--- src/rtl/i2c_cmd_pkg.sv ---
package i2c_cmd_pkg;

  localparam logic [2:0] CMD_START = 3'b001;
  localparam logic [2:0] CMD_STOP  = 3'b010;
  localparam logic [2:0] CMD_RECV  = 3'b011;
  localparam logic [2:0] CMD_SEND  = 3'b100;
  localparam logic [2:0] CMD_DSEND = 3'b101;
  localparam logic [2:0] CMD_DRECV = 3'b110;

  typedef enum logic [2:0] {
    ST_IDLE,
    ST_START,
    ST_STOP,
    ST_BYTE,
    ST_WREQ
  } seq_state_e;

endpackage

--- src/rtl/i2c_pin_drv.sv ---
module i2c_pin_drv #(
  parameter int NPIN = 2
) (
  input  logic [NPIN-1:0] lvl_i,
  input  logic [NPIN-1:0] pp_i,
  output logic [NPIN-1:0] out_o,
  output logic [NPIN-1:0] oe_o
);

  for (genvar g = 0; g < NPIN; g++) begin : g_pin
    always_comb begin
      if (pp_i[g]) begin
        out_o[g] = lvl_i[g];
        oe_o[g]  = 1'b1;
      end else begin
        out_o[g] = 1'b0;
        oe_o[g]  = ~lvl_i[g];
      end
    end
  end

endmodule

--- src/rtl/i2c_byte_cnt.sv ---
module i2c_byte_cnt #(
  parameter int CW = 8
) (
  input  logic          clk,
  input  logic          rst_n,
  input  logic          ld_i,
  input  logic [CW-1:0] val_i,
  input  logic          dec_i,
  output logic          last_o
);

  logic [CW-1:0] rem_q;
  logic [CW-1:0] rem_d;
  logic          rem_en;

  always_comb begin
    rem_en = ld_i | dec_i;
    rem_d  = ld_i ? val_i : (rem_q - CW'(1));
  end

  always_ff @(posedge clk or negedge rst_n) begin
    if (!rst_n) begin
      rem_q <= '0;
    end else if (rem_en) begin
      rem_q <= rem_d;
    end
  end

  assign last_o = (rem_q == CW'(1));

  AST_NO_UNDERFLOW: assert property (@(posedge clk) disable iff (!rst_n)
    (dec_i && !ld_i) |-> (rem_q != '0));

endmodule

--- src/rtl/i2c_seq_fsm.sv ---
module i2c_seq_fsm
  import i2c_cmd_pkg::*;
#(
  parameter int DW = 8,
  parameter int CW = 8
) (
  input  logic          clk,
  input  logic          rst_n,
  input  logic          tick_i,
  input  logic          cmd_wr_i,
  input  logic [2:0]    cmd_i,
  input  logic [DW-1:0] tx_data_i,
  input  logic [CW-1:0] cnt_val_i,
  input  logic          cnt_last_i,
  input  logic          dma_wack_i,
  input  logic          sda_in_i,
  output logic          cnt_ld_o,
  output logic          cnt_dec_o,
  output logic          scl_lvl_o,
  output logic          sda_lvl_o,
  output logic [DW-1:0] rx_data_o,
  output logic          busy_o,
  output logic          err_nack_o,
  output logic          err_ovr_o,
  output logic          dma_wreq_o,
  output logic          dma_rreq_o
);

  localparam int BW = $clog2(DW + 1);
  localparam logic [BW-1:0] ACK_IDX = BW'(DW);

  seq_state_e    state_q, state_d;
  logic [1:0]    ph_q, ph_d;
  logic [BW-1:0] bit_q, bit_d;
  logic [DW-1:0] sh_q, sh_d;
  logic [DW-1:0] rxd_q, rxd_d;
  logic          rx_q, rx_d;
  logic          dma_q, dma_d;
  logic          scl_q, scl_d;
  logic          sda_q, sda_d;
  logic          nack_q, nack_d;
  logic          ovr_q, ovr_d;
  logic          miss_q, miss_d;
  logic          wreq_q, wreq_d;
  logic          rreq_q, rreq_d;
  logic          is_ack;
  logic          ack_lvl;

  always_comb begin
    state_d   = state_q;
    ph_d      = ph_q;
    bit_d     = bit_q;
    sh_d      = sh_q;
    rxd_d     = rxd_q;
    rx_d      = rx_q;
    dma_d     = dma_q;
    scl_d     = scl_q;
    sda_d     = sda_q;
    nack_d    = nack_q;
    ovr_d     = ovr_q;
    miss_d    = miss_q;
    wreq_d    = 1'b0;
    rreq_d    = 1'b0;
    cnt_ld_o  = 1'b0;
    cnt_dec_o = 1'b0;
    is_ack    = (bit_q == ACK_IDX);
    ack_lvl   = dma_q & cnt_last_i;

    if (cmd_wr_i && (state_q != ST_IDLE)) begin
      ovr_d = 1'b1;
    end

    unique case (state_q)
      ST_IDLE: begin
        if (cmd_wr_i) begin
          ph_d   = 2'd0;
          bit_d  = '0;
          miss_d = 1'b0;
          case (cmd_i)
            CMD_START: state_d = ST_START;
            CMD_STOP:  state_d = ST_STOP;
            CMD_RECV: begin
              state_d = ST_BYTE;
              rx_d    = 1'b1;
              dma_d   = 1'b0;
            end
            CMD_SEND: begin
              state_d = ST_BYTE;
              rx_d    = 1'b0;
              dma_d   = 1'b0;
              sh_d    = tx_data_i;
            end
            CMD_DSEND: begin
              cnt_ld_o = 1'b1;
              if (cnt_val_i != '0) begin
                state_d = ST_WREQ;
                wreq_d  = 1'b1;
                rx_d    = 1'b0;
                dma_d   = 1'b1;
              end
            end
            CMD_DRECV: begin
              cnt_ld_o = 1'b1;
              if (cnt_val_i != '0) begin
                state_d = ST_BYTE;
                rx_d    = 1'b1;
                dma_d   = 1'b1;
              end
            end
            default: begin
              nack_d = 1'b0;
              ovr_d  = 1'b0;
            end
          endcase
        end
      end

      ST_WREQ: begin
        if (dma_wack_i) begin
          sh_d    = tx_data_i;
          state_d = ST_BYTE;
          ph_d    = 2'd0;
          bit_d   = '0;
        end
      end

      ST_START: begin
        if (tick_i) begin
          ph_d = ph_q + 2'd1;
          case (ph_q)
            2'd0:    sda_d = 1'b1;
            2'd1:    scl_d = 1'b1;
            2'd2:    sda_d = 1'b0;
            default: begin
              scl_d   = 1'b0;
              state_d = ST_IDLE;
            end
          endcase
        end
      end

      ST_STOP: begin
        if (tick_i) begin
          ph_d = ph_q + 2'd1;
          case (ph_q)
            2'd0:    sda_d = 1'b0;
            2'd1:    scl_d = 1'b1;
            2'd2:    sda_d = 1'b1;
            default: state_d = ST_IDLE;
          endcase
        end
      end

      ST_BYTE: begin
        if (tick_i) begin
          ph_d = ph_q + 2'd1;
          case (ph_q)
            2'd0: begin
              if (is_ack) sda_d = rx_q ? ack_lvl : 1'b1;
              else        sda_d = rx_q ? 1'b1 : sh_q[DW-1];
            end
            2'd1: scl_d = 1'b1;
            2'd2: begin
              if (is_ack) begin
                if (!rx_q && sda_in_i) begin
                  miss_d = 1'b1;
                  nack_d = 1'b1;
                end
              end else begin
                sh_d = {sh_q[DW-2:0], sda_in_i};
              end
            end
            default: begin
              scl_d = 1'b0;
              if (is_ack) begin
                bit_d = '0;
                if (rx_q) begin
                  rxd_d  = sh_q;
                  rreq_d = dma_q;
                end
                cnt_dec_o = dma_q;
                if (dma_q && !cnt_last_i && !miss_q) begin
                  if (!rx_q) begin
                    state_d = ST_WREQ;
                    wreq_d  = 1'b1;
                  end
                end else begin
                  state_d = ST_IDLE;
                end
              end else begin
                bit_d = bit_q + BW'(1);
              end
            end
          endcase
        end
      end

      default: state_d = ST_IDLE;
    endcase
  end

  always_ff @(posedge clk or negedge rst_n) begin
    if (!rst_n) begin
      state_q <= ST_IDLE;
      ph_q    <= 2'd0;
      bit_q   <= '0;
      sh_q    <= '0;
      rx_q    <= 1'b0;
      dma_q   <= 1'b0;
      scl_q   <= 1'b1;
      sda_q   <= 1'b1;
      nack_q  <= 1'b0;
      ovr_q   <= 1'b0;
      miss_q  <= 1'b0;
      wreq_q  <= 1'b0;
      rreq_q  <= 1'b0;
    end else begin
      state_q <= state_d;
      ph_q    <= ph_d;
      bit_q   <= bit_d;
      sh_q    <= sh_d;
      rx_q    <= rx_d;
      dma_q   <= dma_d;
      scl_q   <= scl_d;
      sda_q   <= sda_d;
      nack_q  <= nack_d;
      ovr_q   <= ovr_d;
      miss_q  <= miss_d;
      wreq_q  <= wreq_d;
      rreq_q  <= rreq_d;
    end
  end

  always_ff @(posedge clk or negedge rst_n) begin
    if (!rst_n) begin
      rxd_q <= '0;
    end else if (rreq_d || (rx_q && tick_i && is_ack && (ph_q == 2'd3))) begin
      rxd_q <= rxd_d;
    end
  end

  assign scl_lvl_o  = scl_q;
  assign sda_lvl_o  = sda_q;
  assign rx_data_o  = rxd_q;
  assign busy_o     = (state_q != ST_IDLE);
  assign err_nack_o = nack_q;
  assign err_ovr_o  = ovr_q;
  assign dma_wreq_o = wreq_q;
  assign dma_rreq_o = rreq_q;

  AST_OVERRUN_FLAG: assert property (@(posedge clk) disable iff (!rst_n)
    (cmd_wr_i && busy_o) |=> err_ovr_o);

  AST_DATA_STABLE: assert property (@(posedge clk) disable iff (!rst_n)
    (state_q == ST_BYTE && scl_q && $past(scl_q)) |-> $stable(sda_q));

  AST_RREQ_DMA_RX: assert property (@(posedge clk) disable iff (!rst_n)
    dma_rreq_o |-> (dma_q && rx_q));

  AST_WREQ_PULSE: assert property (@(posedge clk) disable iff (!rst_n)
    dma_wreq_o |=> !dma_wreq_o);

  AST_SCL_ON_TICK: assert property (@(posedge clk) disable iff (!rst_n)
    !tick_i |=> $stable(scl_q));

endmodule

--- src/rtl/i2c_cmd_master.sv ---
module i2c_cmd_master
  import i2c_cmd_pkg::*;
#(
  parameter int DW = 8,
  parameter int CW = 8
) (
  input  logic          clk,
  input  logic          rst_n,
  input  logic          tick_i,
  input  logic          cmd_wr_i,
  input  logic [2:0]    cmd_i,
  input  logic [DW-1:0] tx_data_i,
  input  logic [CW-1:0] dma_cnt_i,
  input  logic          dma_wack_i,
  input  logic          sda_pp_i,
  input  logic          scl_pp_i,
  input  logic          sda_in_i,
  output logic [DW-1:0] rx_data_o,
  output logic          busy_o,
  output logic          err_nack_o,
  output logic          err_ovr_o,
  output logic          dma_wreq_o,
  output logic          dma_rreq_o,
  output logic          sda_out_o,
  output logic          sda_oe_o,
  output logic          scl_out_o,
  output logic          scl_oe_o
);

  localparam int NPIN = 2;

  logic [1:0]      rs_q;
  logic            rst_s;
  logic            cnt_ld, cnt_dec, cnt_last;
  logic            scl_lvl, sda_lvl;
  logic [NPIN-1:0] pin_out, pin_oe;

  always_ff @(posedge clk or negedge rst_n) begin
    if (!rst_n) begin
      rs_q <= 2'b00;
    end else begin
      rs_q <= {rs_q[0], 1'b1};
    end
  end
  assign rst_s = rs_q[1];

  i2c_seq_fsm #(.DW(DW), .CW(CW)) u_fsm (
    .clk        (clk),
    .rst_n      (rst_s),
    .tick_i     (tick_i),
    .cmd_wr_i   (cmd_wr_i),
    .cmd_i      (cmd_i),
    .tx_data_i  (tx_data_i),
    .cnt_val_i  (dma_cnt_i),
    .cnt_last_i (cnt_last),
    .dma_wack_i (dma_wack_i),
    .sda_in_i   (sda_in_i),
    .cnt_ld_o   (cnt_ld),
    .cnt_dec_o  (cnt_dec),
    .scl_lvl_o  (scl_lvl),
    .sda_lvl_o  (sda_lvl),
    .rx_data_o  (rx_data_o),
    .busy_o     (busy_o),
    .err_nack_o (err_nack_o),
    .err_ovr_o  (err_ovr_o),
    .dma_wreq_o (dma_wreq_o),
    .dma_rreq_o (dma_rreq_o)
  );

  i2c_byte_cnt #(.CW(CW)) u_cnt (
    .clk    (clk),
    .rst_n  (rst_s),
    .ld_i   (cnt_ld),
    .val_i  (dma_cnt_i),
    .dec_i  (cnt_dec),
    .last_o (cnt_last)
  );

  i2c_pin_drv #(.NPIN(NPIN)) u_pins (
    .lvl_i ({scl_lvl, sda_lvl}),
    .pp_i  ({scl_pp_i, sda_pp_i}),
    .out_o (pin_out),
    .oe_o  (pin_oe)
  );

  assign sda_out_o = pin_out[0];
  assign sda_oe_o  = pin_oe[0];
  assign scl_out_o = pin_out[1];
  assign scl_oe_o  = pin_oe[1];

endmodule

--- config.mk ---
export PLATFORM = sky130hd
export DESIGN_NAME = i2c_cmd_master
export DESIGN_NICKNAME = d
export VERILOG_FILES = /design/src/rtl/i2c_cmd_pkg.sv /design/src/rtl/i2c_pin_drv.sv /design/src/rtl/i2c_byte_cnt.sv /design/src/rtl/i2c_seq_fsm.sv /design/src/rtl/i2c_cmd_master.sv
export SDC_FILE = /design/constraint.sdc
export NUM_CORES = 1
export LEC_CHECK = 0
export ABC_CLOCK_PERIOD_IN_PS = 1200
export CAP_MARGIN = 20
export CELL_PAD_IN_SITES_DETAIL_PLACEMENT = 1
export CELL_PAD_IN_SITES_GLOBAL_PLACEMENT = 2
export CORE_ASPECT_RATIO = 1.1
export CORE_MARGIN = 2
export CORE_UTILIZATION = 31
export CTS_BUF_LIST = sky130_fd_sc_hd__clkbuf_4 sky130_fd_sc_hd__clkbuf_8
export DETAILED_ROUTE_END_ITERATION = 16
export HOLD_SLACK_MARGIN = 0.15
export PLACE_DENSITY_LB_ADDON = 0.05
export SLEW_MARGIN = 25
export SYNTH_ARGS = -nofsm -noshare
export SYNTH_HDL_FRONTEND = slang
export SYNTH_SLANG_ARGS = --single-unit
--- constraint.sdc ---
create_clock -name clk -period 1.2 [get_ports clk]
set_input_delay 0.36 -clock clk [delete_from_list [all_inputs] [get_ports clk]]
set_output_delay 0.36 -clock clk [all_outputs]
set_load 0.03 [all_outputs]
==> results of run 1 <==
power groups by stage:
stage / clock network (mW) / logic, mW / registers, mW
4_1_cts: 1.26 / 4.88 / 2.34
5_1_grt: 1.33 / 5.89 / 2.43
3_5_place_dp: 0 / 4.19 / 2.34
3_3_place_gp: 0 / 4.12 / 2.31
6_report: 1.23 / 5.42 / 2.37
2_1_floorplan: 0 / 2.21 / 2.38
sequential cells by signal (all words and copies together), names as in the netlist, 2 cells and up:
signal,flops
u_cnt.rem_q,8
u_fsm.rx_data_o,8
u_fsm.sh_q,8
u_fsm.ph_q,2
u_fsm.state_q,3
rs_q,2
u_fsm.bit_q,4
logic make-up (layout without fill, tap and decap cells):
kind of cell | Yosys count | count (layout) | synth area share [%]
AOI/OAI and AO/OA | 60 | 60 | 16.10
xor gates and xnor gates | 5 | 5 | 1.724
adders and majority gates | 8 | 8 | 3.939
buffers and inverters | 24 | 172 | 4.924
DFF | 44 | 44 | 43.43
muxes | 18 | 18 | 7.533
other | 1 | 1 | 0.1476
and+or+nand+nor | 101 | 102 | 22.21
what timing repair did:
| item | in CTS | in global routing |
|---|---|---|
| buffers inserted | 14 | 16 |
| endpoints found under the setup margin | 58 | 59 |
| cloned | 0 | 1 |
| pin swaps | 25 | 22 |
| resized for setup | 105 | 44 |
stage by stage:
| stage | hold slack (ps) | setup WS, ps | area [um2] | setup TNS (ps) | utilization, % |
|---|---|---|---|---|---|
| floorplan | 64.41 | -477.3 | 2663 | -12970 | - |
| global route | 182.4 | -658.4 | 4458 | -25480 | 56.04 |
| global placement | 236.4 | -909.0 | 3736 | -32660 | 46.96 |
| detailed placement | 241.9 | -926.7 | 3736 | -33060 | 46.96 |
| CTS | 192.9 | -585.2 | 4219 | -21400 | 53.04 |
| finish | 195.7 | -599.1 | 4458 | -20800 | 56.04 |
final timing paths:
| kind | startpoint | end | cells after the start |
|---|---|---|---|
| hold reg to reg | rs_q[1] | u_cnt.rem_q[1] | 1 |
| setup / recovery | u_fsm.state_q[2] | u_fsm.state_q[0] | 6 |
| min in group clk | dma_cnt_i[5] | u_cnt.rem_q[5] | 3 |
| max in group asynchronous | rs_q[1] | u_fsm.sda_lvl_o | 1 |
| setup reg to reg | u_fsm.state_q[2] | u_fsm.state_q[0] | 6 |
| hold / removal | rst_n | rs_q[0] | 1 |
synthesized netlist by cell type (all sizes together), types with 2 or more instances:
master / number / area share (%)
a21o: 2 / 0.59
a21oi: 4 / 0.79
a22o: 3 / 1.0
a31oi: 3 / 0.74
a32o: 2 / 0.79
and2: 6 / 1.5
and3: 3 / 0.94
and3b: 2 / 0.69
buf: 12 / 3.2
clkbuf: 2 / 0.30
dfrtp: 42 / 41
dfstp: 2 / 2.1
ha: 8 / 3.9
inv: 10 / 1.5
mux2: 9 / 4.0
mux2i: 9 / 3.5
nand2: 29 / 4.5
nand2b: 4 / 0.98
nand3: 10 / 2.2
nand3b: 4 / 1.7
nand4: 2 / 0.74
nor2: 19 / 2.8
nor3: 6 / 1.6
nor4: 3 / 0.74
o211ai: 2 / 0.59
o21ai: 26 / 5.3
o22ai: 3 / 0.74
o32ai: 2 / 0.69
or2: 2 / 0.49
or3: 3 / 0.74
or3b: 2 / 0.69
or4: 2 / 0.59
xnor2: 2 / 0.69
xor2: 3 / 1.0
per-layer routing:
metal / up-vias / GRT usage, %
li1: 1234 / -
met1: 1280 / 24.37
met2: 35 / 33.02
met3: 7 / 2.982
met4: 0 / 4.615
met5: - / 0
critical path, stage by stage (launching register included):
cell and delay [ps]:
dfrtp_2 480, nor3_4 320, inv_4 60, buf_6 130, o221a_4 300, nand3_2 110
mux2_4 300
final cells by class:
class                           count  area share, %
Inverter                           10         0.9543
Tap cell                          108          3.031
Clock inverter                      3          1.038
Timing Repair Buffer              154          30.42
Multi-Input combinational cell    194          38.20
Clock buffer                        5          1.544
Sequential cell                    44          24.81
==> impl_results.md, run 1 <==
- Async SR Flop Fraction: between 90% and 100%
- Clock buffer depth: 2
- Worst vdd ir: approximately 0.72 mV
- Starting DRT DRC Count: between 50 and 60
- Internal: ~5.5 mW
- Sequential-to-total area share from yosys stat: 43.43%
- Die area: 8939 um2
- M1 wire length: ~3.8 mm
- Skew final: 15.70 ps
- # setup viols final: 57
- Core Rows: 34
- Clk_lat worst skew: 320 ps
- Final net count: about 440
- Post-Synthesis Net Count: ~300
- CTS Sinks: 44
- Seq pwr share: a little over a quarter
- CP Data Arrival Time: between 1500 and 2000 ps
- Hold Vio Cnt, Final: 0
- Post-DP HPWL: about 5.8 mm
- Worst setup SP type: flip-flop
- Worst R2R Setup Slack: -600 ps
- Cells after Synth: 261
- Initial antenna violation count: 0
- Clk pwr share: a little over an eighth
- Core area: 7955 um2
- Maxcap violations: 0
- Routed wire length: ~8.5 mm
- Post-synth EDFFs: 0
- Minimum clock period: 1799 ps
- Pwr Density: 2024 nW/um2
- Layout cell share with drive strength beyond 1: between 50 and 60%
- Status: complete, but fails checks
- Crit Path Max Fanout: 6
- Post-DRT Antenna Nets: 0
- Initial core utilization: roughly a third
- Worst EP required: about 1400 ps
- Post-route setup slack: -599.1 ps
- CTS tree: done
- Overall Power: around 9 mW
- Yosys cell types: 64
- Placed insts: 486
- CP endpoint kind: flip-flop
- Clock Root Buffer: clkbuf_8
- DRC viols: 0
- Die Y: approximately 100 um
- First-pass GRT wire length: between 10 and 15 mm
- Metal2 WL: 4.381 mm
- Vias in the first global route: between 2000 and 3000
- Avg Vias per Cell: just under 5
- Hold_buf cts: 0
- Area Growth Syn to Fin: 75.43%
- Fin crit share: 149.9%
- Fmax: 555.8 MHz
- Most frequent cells in the layout: 87 x buf_4, 41 x buf_6, 40 x dfrtp_1
- Synthesized area per cell: approximately 10 um2
- Largest net degree at the start of global routing: 26
- CP Class: reg -> reg
- DR WL/cell: about 16 um
- GRT Total Usage: between 10% and 20%
- Post-route insts no fill: between 500 and 600
- Total gr overflow: 0
- Worst Hold Class: in -> async
- Num CTS Buffers: 5
- I/O pins: 44
- Most common cell after layout, fill and taps aside: buf_4
- Failing checks: negative setup slack
- Port-buffer cells: between 40 and 50
- Inserted Diodes: 0
- Die X: about 90 um
- Net switching power: between 3 and 4 mW
- GPL Wtd Cong: approximately 0.78
- Max-slew violation count: 0
- Warnings, synthesis: 0
- Htree depth: 2
- Sequential cell area: 1106 um2
- Post-Syn Area: 2541 um2
- Most used DFF post-synth: dfrtp_1
- Met3 Wirelength: ~190 um
- RSZ-0062 raised after global routing: yes
- Logic pwr share: about three fifths
- # fillers: 870
- Max Used Layer: met4
- Total number of vias: around 2600
- Seq cells post-synth: 44
- Pre-antenna DRT Iters: 5
- Clock-pin slew on the worst setup and hold paths: approximately 100 ps
- Leakage: approximately 2.1 nW
- Area of the multi-input gates: between 1500 and 2000 um2
- Switching part of the total: 39.30%
Note: power is estimated with default switching activity, not from simulation.
==> run 2: changes to the inputs <==
Settings changed: ABC_CLOCK_PERIOD_IN_PS 1200 to default.
==> results of run 2 <==
Final layout, timing and power as in run 1 (identical DEF).
==> run 3: changes to the inputs <==
Settings changed: ABC_CLOCK_PERIOD_IN_PS from default to 1200.
==> results of run 3 <==
Final layout, timing and power as in run 1 (identical DEF).
